**src/rtl/ras_pkg.sv**
```systemverilog
package ras_pkg;
   localparam int LOW_HALF_W = 32;
   localparam int LINK_OFFSET = 8;

   typedef enum logic [2:0] {
      OP_IDLE  = 3'd0,
      OP_POP   = 3'd1,
      OP_PUSH  = 3'd2,
      OP_SWAP  = 3'd3,
      OP_FLUSH = 3'd4,
      OP_MISS  = 3'd5
   } stack_op_e;
endpackage

```
**src/rtl/ras_link_calc.sv**
```systemverilog
module ras_link_calc #(
   parameter int ADDR_W = 64,
   parameter int DISP_W = 40
) (
   input  logic [ADDR_W-1:0] pc,
   input  logic [DISP_W-1:0] disp,
   input  logic              addr_mask,
   output logic [ADDR_W-1:0] link_addr,
   output logic              is_pcread
);
   import ras_pkg::*;

   logic [ADDR_W-1:0] disp_ext;
   logic [ADDR_W-1:0] raw_target;
   logic [ADDR_W-1:0] raw_link;
   logic [ADDR_W-1:0] mtarget;
   logic [ADDR_W-1:0] mlink;

   generate
      if (DISP_W < ADDR_W) begin : g_sext
         assign disp_ext = {{(ADDR_W-DISP_W){disp[DISP_W-1]}}, disp};
      end else begin : g_full
         assign disp_ext = disp[ADDR_W-1:0];
      end
   endgenerate

   assign raw_target = pc + disp_ext;
   assign raw_link   = pc + ADDR_W'(LINK_OFFSET);

   generate
      if (ADDR_W > LOW_HALF_W) begin : g_mask
         assign mtarget = addr_mask ? {{(ADDR_W-LOW_HALF_W){1'b0}}, raw_target[LOW_HALF_W-1:0]} : raw_target;
         assign mlink   = addr_mask ? {{(ADDR_W-LOW_HALF_W){1'b0}}, raw_link[LOW_HALF_W-1:0]}   : raw_link;
      end else begin : g_nomask
         assign mtarget = raw_target;
         assign mlink   = raw_link;
      end
   endgenerate

   assign link_addr = mlink;
   assign is_pcread = (mtarget == mlink);
endmodule

```
**src/rtl/ras_ptr_ctrl.sv**
```systemverilog
module ras_ptr_ctrl #(
   parameter int DEPTH = 8,
   localparam int PTR_W = $clog2(DEPTH),
   localparam int CNT_W = $clog2(DEPTH + 1)
) (
   input  logic             clk,
   input  logic             rst_n,
   input  logic             flush,
   input  logic             push_req,
   input  logic             pop_req,
   output ras_pkg::stack_op_e op,
   output logic             wr_en,
   output logic [PTR_W-1:0] wr_idx,
   output logic [PTR_W-1:0] top_idx,
   output logic [CNT_W-1:0] count,
   output logic             pop_ok
);
   import ras_pkg::*;

   logic [PTR_W-1:0] top_q;
   logic [CNT_W-1:0] cnt_q;
   logic             empty;
   logic             full;

   assign empty = (cnt_q == '0);
   assign full  = (cnt_q == CNT_W'(DEPTH));

   always_comb begin
      if (flush)                        op = OP_FLUSH;
      else if (pop_req && !empty && push_req) op = OP_SWAP;
      else if (pop_req && !empty)       op = OP_POP;
      else if (push_req)                op = OP_PUSH;
      else if (pop_req)                 op = OP_MISS;
      else                              op = OP_IDLE;
   end

   always_comb begin
      wr_en  = 1'b0;
      wr_idx = top_q;
      unique case (op)
         OP_SWAP: begin wr_en = 1'b1; wr_idx = top_q; end
         OP_PUSH: begin wr_en = 1'b1; wr_idx = top_q + PTR_W'(1); end
         default: ;
      endcase
   end

   always_ff @(posedge clk) begin
      if (!rst_n) begin
         top_q <= '0;
         cnt_q <= '0;
      end else begin
         unique case (op)
            OP_FLUSH: cnt_q <= '0;
            OP_POP: begin
               top_q <= top_q - PTR_W'(1);
               cnt_q <= cnt_q - CNT_W'(1);
            end
            OP_PUSH: begin
               top_q <= top_q + PTR_W'(1);
               if (!full) cnt_q <= cnt_q + CNT_W'(1);
            end
            default: ;
         endcase
      end
   end

   assign top_idx = top_q;
   assign count   = cnt_q;
   assign pop_ok  = (op == OP_POP) || (op == OP_SWAP);
endmodule

```
**src/rtl/ras_entry_store.sv**
```systemverilog
module ras_entry_store #(
   parameter int DEPTH  = 8,
   parameter int ADDR_W = 64,
   localparam int PTR_W = $clog2(DEPTH)
) (
   input  logic              clk,
   input  logic              rst_n,
   input  logic              wr_en,
   input  logic [PTR_W-1:0]  wr_idx,
   input  logic [ADDR_W-1:0] wr_data,
   input  logic [PTR_W-1:0]  rd_idx,
   output logic [ADDR_W-1:0] rd_data
);
   logic [ADDR_W-1:0] slot [DEPTH];

   generate
      for (genvar i = 0; i < DEPTH; i++) begin : g_slot
         always_ff @(posedge clk) begin
            if (!rst_n)
               slot[i] <= '0;
            else if (wr_en && (wr_idx == PTR_W'(i)))
               slot[i] <= wr_data;
         end
      end
   endgenerate

   assign rd_data = slot[rd_idx];
endmodule

```
**src/rtl/ras_predictor.sv**
```systemverilog
module ras_predictor #(
   parameter int ADDR_W = 64,
   parameter int DISP_W = 40,
   parameter int DEPTH  = 8
) (
   input  logic              clk,
   input  logic              rst_n,
   input  logic              flush,
   input  logic              call_valid,
   input  logic [ADDR_W-1:0] call_pc,
   input  logic [DISP_W-1:0] call_disp,
   input  logic              ret_valid,
   input  logic              addr_mask,
   output logic              pred_valid,
   output logic [ADDR_W-1:0] pred_target
);
   localparam int PTR_W = $clog2(DEPTH);
   localparam int CNT_W = $clog2(DEPTH + 1);

   initial begin
      assert (DEPTH >= 2 && (1 << PTR_W) == DEPTH)
         else $error("DEPTH must be a power of two of at least 2");
      assert (DISP_W >= 2 && DISP_W <= ADDR_W)
         else $error("DISP_W must lie between 2 and ADDR_W");
      assert (ADDR_W >= 8)
         else $error("ADDR_W too small");
   end

   logic [ADDR_W-1:0] link_addr;
   logic              link_is_pcread;
   logic              push_req;
   ras_pkg::stack_op_e op;
   logic              wr_en;
   logic [PTR_W-1:0]  wr_idx;
   logic [PTR_W-1:0]  top_idx;
   logic [CNT_W-1:0]  occ_count;
   logic              pop_ok;
   logic [ADDR_W-1:0] top_data;

   ras_link_calc #(.ADDR_W(ADDR_W), .DISP_W(DISP_W)) u_link (
      .pc(call_pc), .disp(call_disp), .addr_mask(addr_mask),
      .link_addr(link_addr), .is_pcread(link_is_pcread)
   );

   assign push_req = call_valid && !link_is_pcread;

   ras_ptr_ctrl #(.DEPTH(DEPTH)) u_ctrl (
      .clk(clk), .rst_n(rst_n), .flush(flush),
      .push_req(push_req), .pop_req(ret_valid),
      .op(op), .wr_en(wr_en), .wr_idx(wr_idx), .top_idx(top_idx),
      .count(occ_count), .pop_ok(pop_ok)
   );

   ras_entry_store #(.DEPTH(DEPTH), .ADDR_W(ADDR_W)) u_store (
      .clk(clk), .rst_n(rst_n), .wr_en(wr_en), .wr_idx(wr_idx),
      .wr_data(link_addr), .rd_idx(top_idx), .rd_data(top_data)
   );

   always_ff @(posedge clk) begin
      if (!rst_n) begin
         pred_valid  <= 1'b0;
         pred_target <= '0;
      end else begin
         pred_valid <= pop_ok;
         if (pop_ok) pred_target <= top_data;
      end
   end
endmodule

```
**config.mk**
```make
export PLATFORM = sky130hd
export DESIGN_NAME = ras_predictor
export DESIGN_NICKNAME = d
export VERILOG_FILES = /design/src/rtl/ras_pkg.sv /design/src/rtl/ras_link_calc.sv /design/src/rtl/ras_ptr_ctrl.sv /design/src/rtl/ras_entry_store.sv /design/src/rtl/ras_predictor.sv
export SDC_FILE = /design/constraint.sdc
export NUM_CORES = 1
export LEC_CHECK = 0
export BUFFER_PORTS_ARGS = -buffer_cell sky130_fd_sc_hd__buf_2
export CAP_MARGIN = 20
export CORE_UTILIZATION = 50
export CTS_BUF_LIST = sky130_fd_sc_hd__clkbuf_2 sky130_fd_sc_hd__clkbuf_4 sky130_fd_sc_hd__clkbuf_8
export CTS_CLUSTER_DIAMETER = 80
export DETAILED_ROUTE_END_ITERATION = 8
export PLACE_DENSITY = 0.7
export SLEW_MARGIN = 30
export SYNTH_ARGS = -nofsm -noshare
export SYNTH_HDL_FRONTEND = slang
export SYNTH_SLANG_ARGS = --single-unit
```
**constraint.sdc**
```tcl
create_clock -name clk -period 9.7 [get_ports clk]
set_clock_uncertainty 0.15 [all_clocks]
set_input_delay 0 -clock clk [delete_from_list [all_inputs] [get_ports clk]]
set_output_delay 0 -clock clk [all_outputs]
set_load 0.05 [all_outputs]
```
### Word level (Yosys, flattened, before mapping)

Memories as Yosys holds them, arrays and structs flattened. A register that Yosys moved wholly into a read port is not among the register bits.
Index checks and enable logic that the tools add are counted.
Widths: inputs -> output; s select.

* flip-flop bits (word level): 8
* memory bits (writable): 512
* input bits: 110
* memories: 1

* add/subtract/negate cells: 6
* equality and inequality tests: 14
* multiplexer cells: 45
* bitwise gates (word level): 8
* reductions and logical operators: 21

Memory list
* u_store.slot: depth 8, bits a word 64, read ports 1, clocked after memory_dff 1, wr ports 8, RTL line ras_entry_store.sv:14 `logic [ADDR_W-1:0] slot [DEPTH];`

Operators with widths (count)
* $mux 64: 10
* $add 64x4->64 const B: 1
* $add 64x64->64: 1
* $eq 64x64->1: 1
* $mux 1: 26
* $mux 3: 6
* $eq 3x3->1 const B: 5
* $eq 3x2->1 const B: 4
* $pmux 4 s3: 1
* $logic_and 1x1->1: 11
* $or 1x1->1: 8
* $eq 3x1->1 const B: 2
* $pmux 3 s2: 1
* $add 4x1->4 const B: 1
* $eq 4x4->1 const B: 1
* $logic_not 4->1: 1
* $mux 4: 1
* $sub 4x1->4 const B: 1
* $add 3x1->3 const B: 1
* $logic_not 1->1: 3
* $logic_not 3->1: 1
* $reduce_bool 3->1: 1
* $sub 3x1->3 const B: 1
* $ne 2x2->1 const B: 1
* 4 further kinds: 4

### Depth between registers and ports, before layout

* word-level depth: 17
* gate-level depth with buffers: 21
* depth with buffers taken out: 20

### Cells and area by module

Synthesis repeated with hierarchy kept, for this count alone.

* cell total of the unflattened synthesis: 2662
* area, all modules: 31975.7 µm²

Modules (own cells, without submodules)
* ras_entry_store: times used 1, cells an instance 1445, area an instance 22522.9 µm², sequential area each 15374.7 µm²
* ras_link_calc: times used 1, cells an instance 938, area an instance 6347.3 µm², sequential area each 0.0 µm²
* ras_predictor: times used 1, cells an instance 209, area an instance 2496.1 µm², sequential area each 1301.2 µm²
* ras_ptr_ctrl: times used 1, cells an instance 70, area an instance 609.3 µm², sequential area each 140.1 µm²

### Worst setup path after synthesis

OpenSTA, ideal clock, no wires.

* path kind: input -> register
* start point: input call_pc[0]
* end point: memory u_store.slot[0][0] (enable)
* setup time: 0.574 ns
* arrival: 9.044 ns
* data required time: 8.976 ns
* slack: -0.068 ns
* stages: 18
* path buffers: 0
* cells stage by stage: ha_1 > fa_1 > a21o_1 > a311o_1 > a211oi_1 > o21ai_0 > xor2_1 > nand3_1 > or4_1 > or4b_1 > or4_4 > o21a_1 > nor2_4 > or3_1 > ha_1 > nor2_1 > nand2_1 > o21ai_0

RTL lines
* start, declared: RTL line ras_predictor.sv:10 `input logic [ADDR_W-1:0] call_pc,`
* end, declared: RTL line ras_entry_store.sv:14

### Final worst setup path

* start point: input call_pc[3]
* end point: register u_ctrl.cnt_q[3] (netlist: u_ctrl.count[3])

* word-level cells in the longest chain between the ends: 12
* elaborated cells on any way between the ends: 19

Ends and longest elaborated chain
* $add 64x64->64 / $add 64x4->64 (equally long branches): RTL line ras_link_calc.sv:27, ras_link_calc.sv:28
* $mux 64 (on tied branches): RTL line ras_link_calc.sv:32, ras_link_calc.sv:33
* $eq 64x64->1 (*): RTL line ras_link_calc.sv:41 `assign is_pcread = (mtarget == mlink);`
* $logic_not 1->1 (*): RTL line ras_predictor.sv:45 `assign push_req = call_valid && !link_is_pcread;`
* $logic_and 1x1->1 (*): RTL line ras_predictor.sv:45
* $mux 3: RTL line ras_ptr_ctrl.sv:32 `else if (push_req) op = OP_PUSH;`
* $mux 3: RTL line ras_ptr_ctrl.sv:31 `else if (pop_req && !empty) op = OP_POP;`
* $mux 3 (*): RTL line ras_ptr_ctrl.sv:30 `else if (pop_req && !empty && push_req) op = OP_SWAP;`
* $mux 3 (*): RTL line ras_ptr_ctrl.sv:29 `if (flush) op = OP_FLUSH;`
* $eq 3x2->1 (tied with other cells): RTL line ras_ptr_ctrl.sv:52 `unique case (op)`
* $ne 2x2->1 (no line) / $reduce_bool 3->1 (equally long branches)
* $reduce_and 2->1 (no line)
* end signal, assigned: RTL line ras_ptr_ctrl.sv:56 `cnt_q <= cnt_q - CNT_W'(1);`
* end signal, assigned: RTL line ras_ptr_ctrl.sv:60 `if (!full) cnt_q <= cnt_q + CNT_W'(1);`
* end, declared: RTL line ras_ptr_ctrl.sv:21 `logic [CNT_W-1:0] cnt_q;`

Every way passes the cells marked *; elsewhere a longest branch is shown, timed or not.
A chain may end at the register's enable or synchronous reset.

==> flow_metrics.tcl <==
set metrics [dict create \
    fmax_mhz 131 \
    drtPass1Iterations 6 \
    ys_seq_area_share_pct 52.9 \
    dpl-instance-area_um2 33100 \
    ff_latch_area_um2 16800 \
    required_ps 10080 \
    n_fill_cell 5251 \
    place_inst 3579 \
    synth_enable_flop_cells 512 \
    tns_ps 0 \
    cts_sinks 584 \
    crit_path_max_fanout 13 \
    yosys_warnings 0 \
    synth_seq_cells 584 \
    hold_class "in2reg" \
    place_congestion 1.00 \
    std_cell_rows 92 \
    synthArstFlopShare_pct 0 \
    min_period_ps 7640 \
    synth-main-ff-cell "edfxtp_1" \
    ctsRootBufferMaster "clkbuf_8" \
    synth_cells 2733 \
    grt_pass1_wl_um 136000 \
    status "finished, final reports clean" \
    area_growth_pct 11.5 \
    instances_no_fill 3797 \
    cts_buffers 87 \
    grt_use_total_pct 28.2 \
    hold_depth 4 \
    yosysTopAreaCellShare_pct 48.4 \
    cap_violations 0 \
    path_class "in2reg" \
    design.core.area_um2 63000 \
    cts_resized 0 \
    ant_nets 0 \
    relSlewSlack_pct 25.5 \
    netlist_top_cells_area "edfxtp_1 48%, mux4_2 9.1%, nor2_1 7.8%" \
    syn_avg_cell_area_um2 11.6 \
    cts_tree "yes" \
    drive_gt1_share_pct 18.3 \
    rrSetupSlack_ps 5700 \
    routed_wl_um 90700 \
    avgViaCountPerCell 6.03 \
    finalNetCount 3062 \
    fin_crit_sh_pct 78.8 \
    final_common_cell "nor2_1" \
    grt_max_degree 111 \
    wire_per_inst_um 23.9 \
    hold_slack_ps 47.8 \
    antenna_found_initial 2 \
    die_w_um 254 \
    start_kind "input port" \
    synthDistinctLibCells 93 \
    tightest_slew_ps 1090 \
    clk_latency_ps 670 \
    overflow 0 \
    via_count 22900 \
    end_kind "flop" \
    start_util_pct 50.5 \
    crit_arrival_ps 8030 \
    die_area_um2 64600 \
    grt_pass1_vias 22800 \
    setup_ws_ps 2060 \
    dpl.hpwl_um 61100 \
    synthesis.area_um2 31800 \
    clkSlewWorstSetupHoldPaths_ps 70 \
    drt_iter0_markers 2149 \
    die_h_um 254 \
    reg2regPathDepth 11 \
    yosysTopAreaCell "edfxtp_1" \
    ios 175 \
    htreeDepth 3 \
    p_per_area_nw_per_um2 175 \
    cts_max_path_buffers 3 \
    fin_area_um2 35400 \
    p_leak_uw 0.0127 \
    finalHoldViolCount 0 \
    final_cell_mix "663 x nor2_1, 512 x edfxtp_1, 174 x buf_2" \
    drc_errors 0 \
    setup_viol 0 \
    slew_viol_final 0 \
    port_buffers 174 \
    cts_setup_buffers 0 \
    multiInputGateArea_um2 13900 \
    synth_nets 2915 \
    ir_drop_mv 0.0939 \
    dp_slack_ps 2070 \
    rsz0062_at_grt "false" \
]
-- cells by family (layout without fill, tap and decap cells) --
group	after synthesis	in the layout	share of synthesized area, %
buffers and inverters	237	452	3.96
and+or+nand+nor	1085	1085	15.6
AOI/OAI and AO/OA	393	393	8.19
adders and majority gates	72	72	2.88
DFF	584	584	52.9
muxes	203	203	11.4
other	0	3	0
xor gates and xnor gates	159	159	5.00
-- power breakdown --
part | internal (uW) | total (uW) | switching (uW)
Combinational | 494 | 1320 | 825
Clock | 979 | 1920 | 939
Sequential | 2900 | 2970 | 64.6
Total | 4380 | 6200 | 1830
-- state kept, by name, summed over array words and instances (netlist names) --
name	cells
pred_target	64
pred_valid	1
u_ctrl.count	4
u_ctrl.top_idx	3
u_store.slot	512
-- worst max-delay path, stage by stage --
cell	delay, ps
dlygate4sd3_1	520
buf_2	260
ha_1	280
nand2_1	180
nor4_4	630
nand3_1	330
xor2_2	690
o2111ai_1	290
a2111oi_0	990
o2111ai_1	350
or4_4	630
o21a_1	260
nor2_4	210
or3_1	230
ha_1	260
a21o_1	180
a21oi_1	340
or4_1	180
dlygate4sd3_1	560
a31oi_1	80
dlygate4sd3_1	560
-- cells in the mapped netlist, types with 19 or more instances --
library cell  instances
nor2_1              664
edfxtp_1            512
mux4_2              128
nand2_1             117
clkbuf_1            104
a21oi_1             102
xnor2_1              94
a211oi_1             76
mux2i_1              73
o21ai_0              73
dfxtp_1              72
ha_1                 70
nand4_1              54
xor2_1               51
buf_6                46
nand3_1              44
nor3_1               43
buf_1                41
inv_1                34
a21o_1               27
nand2b_1             26
or2_2                20
o21a_1               19
-- through the flow --
step                      util [%]  total power (uW)
after floorplan                  -              3920
after global placement        52.3              4270
after detailed placement      52.6              4310
after CTS                     56.0              6220
after global routing          56.3              6440
final                         56.3              6200
-- timing repair --
| item | 4_1_cts | 5_1_grt |
|---|---|---|
| endpoints found under the hold margin | 350 | 0 |
| endpoints found under the setup margin | 0 | 0 |
| hold buffers | 53 | 0 |
-- metal layers --
layer | up-vias | share of wire, % | wire length (um) | GRT usage [%]
met1 | 11300 | 40 | 36600 | 37.1
met5 | - | 0.011 | 10 | 0
met2 | 1025 | 49 | 44400 | 47.1
met3 | 166 | 7.0 | 6340 | 4.18
li1 | 10400 | - | - | -
met4 | 2 | 3.6 | 3230 | 11.5
-- area by class of cell --
class / count / area share, %
antenna: 3 / 0.0212
clock buffer: 115 / 3.99
clock inverter: 42 / 0.646
inverter: 34 / 0.360
multi-input combinational: 1912 / 39.2
sequential: 584 / 47.5
tap: 846 / 2.99
timing repair buffer: 261 / 5.27
-- final timing paths --
kind	startpoint	to
worst min-delay path	call_pc[34]	u_store.slot[6][34]$_SDFFCE_PN0P_
worst max-delay path	call_pc[3]	u_ctrl.count[3]$_SDFFE_PN0P_
worst max register to register	u_ctrl.count[0]$_SDFFE_PN0P_	u_ctrl.count[3]$_SDFFE_PN0P_
worst min register to register	pred_target[53]$_SDFFE_PN0P_	pred_target[53]$_SDFFE_PN0P_
No activity file was read; power rests on OpenSTA's default activity.
